## config.mk

```make
export PLATFORM = sky130hd
export DESIGN_NAME = rxq_bd_engine
export DESIGN_NICKNAME = d
export VERILOG_FILES = /design/src/rtl/rxbd_pkg.sv /design/src/rtl/rxbd_table.sv /design/src/rtl/rxbd_events.sv /design/src/rtl/rxq_bd_engine.sv
export SDC_FILE = /design/constraint.sdc
export NUM_CORES = 1
export LEC_CHECK = 0
export ABC_AREA = 1
export BUFFER_PORTS_ARGS = -buffer_cell sky130_fd_sc_hd__buf_2
export CELL_PAD_IN_SITES_DETAIL_PLACEMENT = 1
export CELL_PAD_IN_SITES_GLOBAL_PLACEMENT = 1
export CORE_ASPECT_RATIO = 0.6
export CORE_MARGIN = 2
export CORE_UTILIZATION = 47
export CTS_CLUSTER_DIAMETER = 40
export CTS_CLUSTER_SIZE = 30
export DETAILED_ROUTE_END_ITERATION = 8
export PLACE_DENSITY_LB_ADDON = 0.1
export SETUP_SLACK_MARGIN = 0.05
export SYNTH_ARGS = -nofsm -noshare
export SYNTH_HDL_FRONTEND = slang
export SYNTH_SLANG_ARGS = --single-unit
```

## constraint.sdc

```tcl
create_clock -name clk -period 4.4 [get_ports clk]
set_input_delay 0.22 -clock clk [delete_from_list [all_inputs] [get_ports clk]]
set_output_delay 0.22 -clock clk [all_outputs]
set_load 0.02 [all_outputs]
```

## src/rtl/rxbd_pkg.sv

```systemverilog
package rxbd_pkg;
  localparam int WORD_W = 16;
  localparam int PTR_W  = 2 * WORD_W;

  // Vector positions of status fields (MSB-first field n sits at 15-n)
  localparam int S_EMPTY = 15;
  localparam int S_WRAP  = 13;
  localparam int S_INTR  = 12;
  localparam int S_CONT  = 9;
  localparam int S_IDLE  = 8;
  localparam int S_BRK   = 5;
  localparam int S_FRM   = 4;
  localparam int S_PAR   = 3;
  localparam int S_OVR   = 1;

  localparam logic [WORD_W-1:0] CTL_KEEP  = 16'h3200; // wrap, interrupt, continuous
  localparam logic [WORD_W-1:0] RESV_MASK = 16'h4CC5;

  typedef enum logic [1:0] {
    ST_RUN  = 2'd0,
    ST_MEM  = 2'd1,
    ST_LEN  = 2'd2,
    ST_STAT = 2'd3
  } eng_state_e;
endpackage

```

## src/rtl/rxbd_table.sv

```systemverilog
module rxbd_table
  import rxbd_pkg::*;
#(
  parameter int N_DESC = 8,
  parameter int IDX_W  = $clog2(N_DESC),
  parameter int HA_W   = IDX_W + 2
) (
  input  logic              clk,
  input  logic              rst_n,
  input  logic              host_we,
  input  logic [HA_W-1:0]   host_addr,
  input  logic [WORD_W-1:0] host_wdata,
  output logic [WORD_W-1:0] host_rdata,
  input  logic [IDX_W-1:0]  cur_idx,
  output logic [WORD_W-1:0] cur_stat,
  output logic [PTR_W-1:0]  cur_ptr,
  input  logic              eng_len_we,
  input  logic [WORD_W-1:0] eng_len,
  input  logic              eng_stat_we,
  input  logic [WORD_W-1:0] eng_stat
);
  localparam int DEPTH = N_DESC * 4;

  logic [WORD_W-1:0] words [DEPTH];

  always_ff @(posedge clk or negedge rst_n) begin
    if (!rst_n) begin
      for (int i = 0; i < DEPTH; i++) words[i] <= '0;
    end else begin
      if (host_we)     words[host_addr]       <= host_wdata;
      // engine writes come later so they take precedence
      if (eng_len_we)  words[{cur_idx, 2'd1}] <= eng_len;
      if (eng_stat_we) words[{cur_idx, 2'd0}] <= eng_stat;
    end
  end

  assign host_rdata = words[host_addr];
  assign cur_stat   = words[{cur_idx, 2'd0}];
  assign cur_ptr    = {words[{cur_idx, 2'd2}], words[{cur_idx, 2'd3}]};

  p_resv_zero_r10: assert property (@(posedge clk) disable iff (!rst_n)
    eng_stat_we |-> ((eng_stat & RESV_MASK) == '0));
endmodule

```

## src/rtl/rxbd_events.sv

```systemverilog
module rxbd_events (
  input  logic       clk,
  input  logic       rst_n,
  input  logic       set_rx,
  input  logic       set_busy,
  input  logic [1:0] clr,
  input  logic [1:0] mask,
  output logic       ev_rx,
  output logic       ev_busy,
  output logic       irq
);
  always_ff @(posedge clk or negedge rst_n) begin
    if (!rst_n) begin
      ev_rx   <= 1'b0;
      ev_busy <= 1'b0;
    end else begin
      ev_rx   <= set_rx   | (ev_rx   & ~clr[0]);
      ev_busy <= set_busy | (ev_busy & ~clr[1]);
    end
  end

  assign irq = (ev_rx & mask[0]) | (ev_busy & mask[1]);

  p_rx_sticky_r9: assert property (@(posedge clk) disable iff (!rst_n)
    (ev_rx && !clr[0]) |=> ev_rx);
  p_busy_sticky_r1: assert property (@(posedge clk) disable iff (!rst_n)
    (ev_busy && !clr[1]) |=> ev_busy);
endmodule

```

## src/rtl/rxq_bd_engine.sv

```systemverilog
module rxq_bd_engine
  import rxbd_pkg::*;
#(
  parameter int N_DESC = 8,
  parameter int LEN_W  = 16,
  parameter int DATA_W = 8,
  parameter int ERR_W  = 4,
  parameter int IDX_W  = $clog2(N_DESC),
  parameter int HA_W   = IDX_W + 2
) (
  input  logic              clk,
  input  logic              rst_n,
  input  logic              ch_valid,
  output logic              ch_ready,
  input  logic [DATA_W-1:0] ch_data,
  input  logic              ch_idle,
  input  logic [ERR_W-1:0]  ch_err,
  input  logic [LEN_W-1:0]  cfg_max_len,
  input  logic [LEN_W-1:0]  cfg_idle_lim,
  input  logic [1:0]        cfg_irq_mask,
  input  logic [1:0]        ev_clr,
  output logic              mw_valid,
  input  logic              mw_ready,
  output logic [PTR_W-1:0]  mw_addr,
  output logic [DATA_W-1:0] mw_data,
  input  logic              host_we,
  input  logic [HA_W-1:0]   host_addr,
  input  logic [WORD_W-1:0] host_wdata,
  output logic [WORD_W-1:0] host_rdata,
  output logic              ev_rx,
  output logic              ev_busy,
  output logic              irq
);
  localparam logic [LEN_W-1:0] LEN_ONE  = LEN_W'(1);
  localparam logic [IDX_W-1:0] IDX_LAST = IDX_W'(N_DESC - 1);

  eng_state_e        state;
  logic [IDX_W-1:0]  idx;
  logic [LEN_W-1:0]  cnt, idle_run;
  logic [ERR_W-1:0]  err_q;
  logic              idle_close;
  logic [DATA_W-1:0] byte_q;

  logic [WORD_W-1:0] cur_stat, eng_stat;
  logic [PTR_W-1:0]  cur_ptr;
  logic              eng_len_we, eng_stat_we, set_rx, set_busy;
  logic              accept, cur_empty;
  logic [LEN_W-1:0]  cnt_nx, idle_nx;

  assign ch_ready    = (state == ST_RUN);
  assign accept      = ch_valid && ch_ready;
  assign cur_empty   = cur_stat[S_EMPTY];
  assign cnt_nx      = cnt + LEN_ONE;
  assign idle_nx     = idle_run + LEN_ONE;
  assign mw_valid    = (state == ST_MEM);
  assign mw_addr     = cur_ptr + PTR_W'(cnt);
  assign mw_data     = byte_q;
  assign eng_len_we  = (state == ST_LEN);
  assign eng_stat_we = (state == ST_STAT);
  assign set_busy    = accept && !cur_empty;
  assign set_rx      = eng_stat_we && cur_stat[S_INTR];

  always_comb begin
    eng_stat          = cur_stat & CTL_KEEP;
    eng_stat[S_EMPTY] = cur_stat[S_CONT] && (err_q == '0);
    eng_stat[S_IDLE]  = idle_close;
    eng_stat[S_BRK]   = err_q[3];
    eng_stat[S_FRM]   = err_q[2];
    eng_stat[S_PAR]   = err_q[1];
    eng_stat[S_OVR]   = err_q[0];
  end

  always_ff @(posedge clk or negedge rst_n) begin
    if (!rst_n) begin
      state      <= ST_RUN;
      idx        <= '0;
      cnt        <= '0;
      idle_run   <= '0;
      err_q      <= '0;
      idle_close <= 1'b0;
      byte_q     <= '0;
    end else begin
      unique case (state)
        ST_RUN: if (accept && cur_empty) begin
          if (ch_err != '0) begin
            err_q      <= ch_err;
            idle_close <= 1'b0;
            state      <= ST_LEN;
          end else if (ch_idle) begin
            if (cnt != '0 && cfg_idle_lim != '0) begin
              if (idle_nx == cfg_idle_lim) begin
                err_q      <= '0;
                idle_close <= 1'b1;
                state      <= ST_LEN;
              end else begin
                idle_run <= idle_nx;
              end
            end
          end else begin
            byte_q   <= ch_data;
            idle_run <= '0;
            state    <= ST_MEM;
          end
        end
        ST_MEM: if (mw_ready) begin
          cnt <= cnt_nx;
          if (cnt_nx == cfg_max_len) begin
            err_q      <= '0;
            idle_close <= 1'b0;
            state      <= ST_LEN;
          end else begin
            state <= ST_RUN;
          end
        end
        ST_LEN: state <= ST_STAT;
        ST_STAT: begin
          idx      <= (cur_stat[S_WRAP] || idx == IDX_LAST) ? '0 : idx + IDX_W'(1);
          cnt      <= '0;
          idle_run <= '0;
          state    <= ST_RUN;
        end
        default: state <= ST_RUN;
      endcase
    end
  end

  rxbd_table #(.N_DESC(N_DESC), .IDX_W(IDX_W), .HA_W(HA_W)) u_table (
    .clk, .rst_n, .host_we, .host_addr, .host_wdata, .host_rdata,
    .cur_idx(idx), .cur_stat, .cur_ptr,
    .eng_len_we, .eng_len(WORD_W'(cnt)), .eng_stat_we, .eng_stat
  );

  rxbd_events u_events (
    .clk, .rst_n, .set_rx, .set_busy, .clr(ev_clr), .mask(cfg_irq_mask),
    .ev_rx, .ev_busy, .irq
  );

  p_mw_hold_r2: assert property (@(posedge clk) disable iff (!rst_n)
    (mw_valid && !mw_ready) |=> (mw_valid && $stable(mw_addr) && $stable(mw_data)));
  p_byte_issue_r2: assert property (@(posedge clk) disable iff (!rst_n)
    (accept && cur_empty && !ch_idle && ch_err == '0) |=> mw_valid);
  p_drop_r1: assert property (@(posedge clk) disable iff (!rst_n)
    (accept && !cur_empty) |=> (!mw_valid && ev_busy));
  p_len_then_stat_r3: assert property (@(posedge clk) disable iff (!rst_n)
    eng_stat_we |-> $past(eng_len_we));
  p_no_accept_r11: assert property (@(posedge clk) disable iff (!rst_n)
    (mw_valid || eng_len_we || eng_stat_we) |-> !ch_ready);
endmodule

```

# [Word level (Yosys, flattened, before mapping)]
# Cells that the tools add are included.
[totals] inputBits=75 word_cells=167 register_bits=564 output_inout_bits=61
[classes] mux=57 n_reduce_logical=24 add_sub_neg=4 bitwise=16 eq_ne=17 magnitude_cmp=8
[ops] op="512-bit bitwise mux" count=3
[ops] op="512-bit two-way mux" count=3
[ops] op="16-bit binary-select mux with 5-bit select" count=4
[ops] op="16-bit two-way mux" count=17
[ops] op="16-bit demux with 5-bit select" count=3
[ops] op="16-bit case mux with 2 select lines" count=2
[ops] op="16-bit by 1-bit adder with 16-bit output, second input constant" count=2
[ops] op="32-bit by 16-bit adder with 32-bit output" count=1
[ops] op="16-bit equality test" count=2
[ops] op="16-bit nonzero test" count=2
[ops] op="6-bit >= comparator, second input constant" count=5
[ops] op="5-bit inverter with 6-bit output" count=5
[ops] op="4-bit two-way mux" count=7
[ops] op="6-bit by 1-bit less-than comparator with 1-bit output, second input constant" count=3
[ops] op="2-bit two-way mux" count=7
[ops] op="1-bit logical AND" count=9
[ops] op="3-bit by 1-bit inequality test with 1-bit output, second input constant" count=3
[ops] op="4-bit by 2-bit inequality test with 1-bit output, second input constant" count=2
[ops] op="2-bit case mux with 4 select lines" count=1
[ops] op="4-bit case mux with 2 select lines" count=1
[ops] op="4-bit AND reduction" count=2
[ops] op="1-bit two-way mux" count=7
[ops] op="7-bit AND reduction" count=1
[ops] op="2-bit by 1-bit inequality test with 1-bit output, second input constant" count=3
[ops] op="20 further kinds" count=31

# [Longest topological paths before layout]
[logic_depth] word_depth=11 depth_mapped=23 mapped_depth_nobuf=21

# [Modules after synthesis]
# From an unflattened synthesis, not the netlist that was laid out.
[unflattened] hier_cells=5352 area_unflattened_um2=35152.5
[modules_own_cells] mod="rxbd_table" area_each_um2=29977.5 cells_per_inst=4527 seq_area_each_um2=12812.3 instances=1
[modules_own_cells] mod="rxq_bd_engine" area_each_um2=5083.6 cells_per_inst=812 seq_area_each_um2=1251.2 instances=1
[modules_own_cells] mod="rxbd_events" area_each_um2=91.3 cells_per_inst=13 seq_area_each_um2=50.0 instances=1

# [Worst setup path after synthesis]
# OpenSTA, ideal clock, no wires.
[synth_path] kind="register -> output" from="register idx[2]" to="output port mw_addr[26]" path_slack_ps=585 path_stages_with_launch=22 n_path_buf=3 arrival_time_ps=3595 t_required_ps=4180 cell_sequence="dfrtp_1 > buf_4 > nor2_4 > nand2_4 > clkbuf_1 > clkbuf_1 > o22ai_1 > a221oi_1 > nand2_1 > ha_1 > fa_1 > nand3_1 > nand2_1 > nand3_1 > nand2_1 > nand3_1 > nand2_1 > a21boi_0 > inv_1 > nand3_1 > nor2_1 > xor2_1"
[synth_between] elab_chain_len=5 word_cells_on_any_way=9 classes_between="add/sub: 1; mux: 6; bitwise: 2"
[synth_lines] item="start: declaration" line="rxq_bd_engine.sv:38" text="logic [IDX_W-1:0] idx;"
[synth_lines] item="start signal: assignment" line="rxq_bd_engine.sv:117" text="idx <= (cur_stat[S_WRAP] || idx == IDX_LAST) ? '0 : idx + IDX_W'(1);"
[synth_lines] item="5-bit inverter with 6-bit output (implied by the code)" line="rxbd_table.sv:39" text="assign cur_ptr = {words[{cur_idx, 2'd2}], words[{cur_idx, 2'd3}]};"
[synth_lines] item="16-bit binary-select mux with 5-bit select" line="rxbd_table.sv:39"
[synth_lines] item="16-bit two-way mux (implied by the code) (2 in a row)" line="rxbd_table.sv:39"
[synth_lines] item="32-bit by 16-bit adder with 32-bit output *" line="rxq_bd_engine.sv:56" text="assign mw_addr = cur_ptr + PTR_W'(cnt);"
[synth_lines] item="end: declaration" line="rxq_bd_engine.sv:24" text="output logic [PTR_W-1:0] mw_addr,"
# Mark *: on every way between the ends. The rest lies on a longest branch, timed or not. The select of a mux whose other input is x is not followed.

# [Worst setup path in the final report]
[layout_path] from="register idx[0]" to="output port mw_addr[17]"
# Same word-level chain as after synthesis.

==> results_dict.tcl <==
set metrics [dict create \
    synth_edf_count 0 \
    wl_um 168500 \
    fin_area_um2 35910 \
    grt_pass1_vias 34150 \
    yosysMostFrequentCell "nand2_1" \
    m1WireLength_um 65300 \
    synth_top_area_cell "dfrtp_1" \
    nets 4029 \
    switchingPower_mw 10.70 \
    synth_area_leaders "dfrtp_1 46%, nand2_1 9.6%, o21ai_0 9.4%" \
    ys_seq_elements 564 \
    path_max_fanout 12 \
    ant_nets 0 \
    min_path_type "in2reg" \
    grt_max_degree 117 \
    core_um2 64590 \
    worst_slack_ps -166.1 \
    die_w_um 334.2 \
    ir_drop_mv 0.3597 \
    pwr-share-comb_pct 39.6 \
    holdPathStages 3 \
    rows 72 \
    numPortBuffers 135 \
    cp-end-kind "primary output" \
    synth_warnings 0 \
    cts_made_buffers 69 \
    post_dp_cell_area_um2 32370 \
    crit_type "reg2out" \
    slew_headroom_pct 4.999 \
    power_density_nw_per_um2 668.2 \
    place.gp.congestion 1.055 \
    sequentialPowerShare_pct 34.4 \
    async_flop_share_pct 100.0 \
    drt_iter0_drc 5199 \
    clock_path_buffers 3 \
    dr_wl_met2_um 65760 \
    worstRegToRegCells 13 \
    routed.top_layer "met5" \
    dieArea_um2 67560 \
    wl_met3_um 25790 \
    ctsHtreeMaxLevel 3 \
    max_freq_mhz 219.0 \
    dr_total_vias 34330 \
    worst_skew_pair.late_latency_ps 660 \
    p_leak_nw 15.99 \
    startpoint_type "flip-flop" \
    avgSynthCellArea_um2 7.973 \
    crit_required_ps 4180 \
    ys_top_cells_by_count "789 x nand2_1, 575 x o21ai_0, 564 x dfrtp_1, 282 x inv_1" \
    clkTransAtPathRegs_ps 70 \
    netlist_area_um2 30750 \
    grt-ovfl-total 0 \
    period_share_pct 103.8 \
    p_int_mw 13.30 \
    via_per_inst 7.095 \
    swShare_pct 44.59 \
    rsz0062_at_grt "true" \
    start_util_pct 47.61 \
    ys_seq_area_share_pct 45.89 \
    min_period_ps 4566 \
    layout-drive-gt1-share_pct 14.21 \
    synth_flop_cell "dfrtp_1" \
    die_y_um 202.1 \
    cts_root_buffer "clkbuf_16" \
    drv_slew 0 \
    final.setup_skew_ps 38.28 \
    dp_hpwl_um 114700 \
    worst_ep_arrival_time_ps 4350 \
    clkPwrFrac_pct 26.1 \
    tightest_slew_ps 1422 \
    first_pass_iters 7 \
    setup_violations 9 \
    preCtsSetupSlack_ps -37.98 \
    drv_cap 0 \
    status "finished, violations left" \
    violations "negative setup slack" \
    fin_util_pct 55.60 \
    grt_use_total_pct 49.09 \
    syn2layout_area_growth_pct 16.77 \
    netlist_instances 3857 \
    total_power_mw 23.99 \
    grt_first_pass_wirelength_um 240100 \
    wl_per_cell_um 34.83 \
    synth_cell_types 59 \
    syn_nets 3958 \
    drc 0 \
    antenna_found_initial 10 \
    hold_viol_final 0 \
    clock-sinks 564 \
    io_pins 136 \
    cts_tree "built" \
    netlist.area_leader.share_pct 45.89 \
]
[layout make-up]
type	instances	area (um2)
antenna	4	10.01
multi-input combinational	2685	14930
sequential	564	14120
fill	7691	28680
clock inverter	47	573.1
tap	851	1065
clock buffer	80	1872
inverter	314	1194
timing repair buffer	294	2153
[path summary, 6_finish.rpt]
check	from	to	slack, ps
max	idx[0]	mw_addr[17]	-170
min	host_wdata[7]	flip-flop	30
max reg2reg	idx[1]	idle_run[3]	820
min reg2reg	flip-flop	flip-flop	490
max in group asynchronous	rst_n	mw_data[0]	2810
min in group asynchronous	rst_n	async pin	220
[cell usage in the layout (no fill, tap or decap), types with 19 or more instances in the layout]
cell type and n:
nand2_1 766, o21ai_0 570, dfrtp_1 561, inv_1 278, a21oi_1 247, o22ai_1 211
a22oi_1 200, nor2_1 166, buf_4 136, buf_2 118, nand3_1 75, clkbuf_16 72
nand4_1 59, o221ai_1 41, o211ai_1 32, nand2_2 24, a221oi_1 24, xor2_1 22
nor2_2 21, a211oi_1 19
[critical path, stage by stage, from the launching register on]
cell and delay [ps]:
dfrtp_2 420, inv_4 120, nand2_2 130, clkinvlp_4 230, o2bb2ai_2 200, a221oi_2 170
nand4_1 510, ha_4 460, a21oi_1 190, o21ai_2 80, a21o_1 200, inv_1 60
o21ai_1 60, buf_4 150, nand2_4 70, nand2_8 70, buf_4 140, buf_6 100
xor2_1 140, buf_4 180
[kinds of logic (layout without fill, tap and decap cells)]
| kind of cell | Yosys count | count (layout) | synth area share (%) |
|---|---|---|---|
| compound gates | 1418 | 1418 | 27.41 |
| simple gates | 1189 | 1189 | 16.22 |
| buf+inv | 608 | 735 | 7.665 |
| flops | 564 | 564 | 45.89 |
| xor+xnor | 44 | 44 | 1.440 |
| fa+ha+maj | 26 | 26 | 1.082 |
| mux | 8 | 8 | 0.2929 |
| other cells | 0 | 4 | 0 |
[what timing repair did]
action	4_1_cts	5_1_grt
setup buffers	21	15
gates resized for setup	61	74
pin swaps	18	32
endpoints found under the setup margin	27	21
endpoints found under the hold margin	122	0
hold buffers	17	0
cloned	1	0
[power groups by stage]
stage,combinational (mW),clock [mW],sequential (mW)
floorplan,4.93,0,7.63
global placement,7.85,0,8.06
detailed placement,8.18,0,8.15
CTS,8.69,6.20,8.09
global route,9.95,6.43,8.32
finish,9.49,6.25,8.25
[metal layers]
metal  up-vias  track usage [%]
met1     17120            66.04
met4         4            29.57
met2      2893            65.44
li1      13660                -
met5         -                0
met3       657            20.32
[per-stage QoR]
step / hold slack (ps) / TNS (ps) / instances
floorplan: -75.59 / 0 / 3857
global placement: 379.2 / 0 / 4654
detailed placement: 398.4 / -63.48 / 4654
CTS: 3.097 / 0 / 4820
global route: 26.00 / -1215 / 4835
finish: 27.47 / -671.6 / 4839
(Power assumes the default switching activity.)
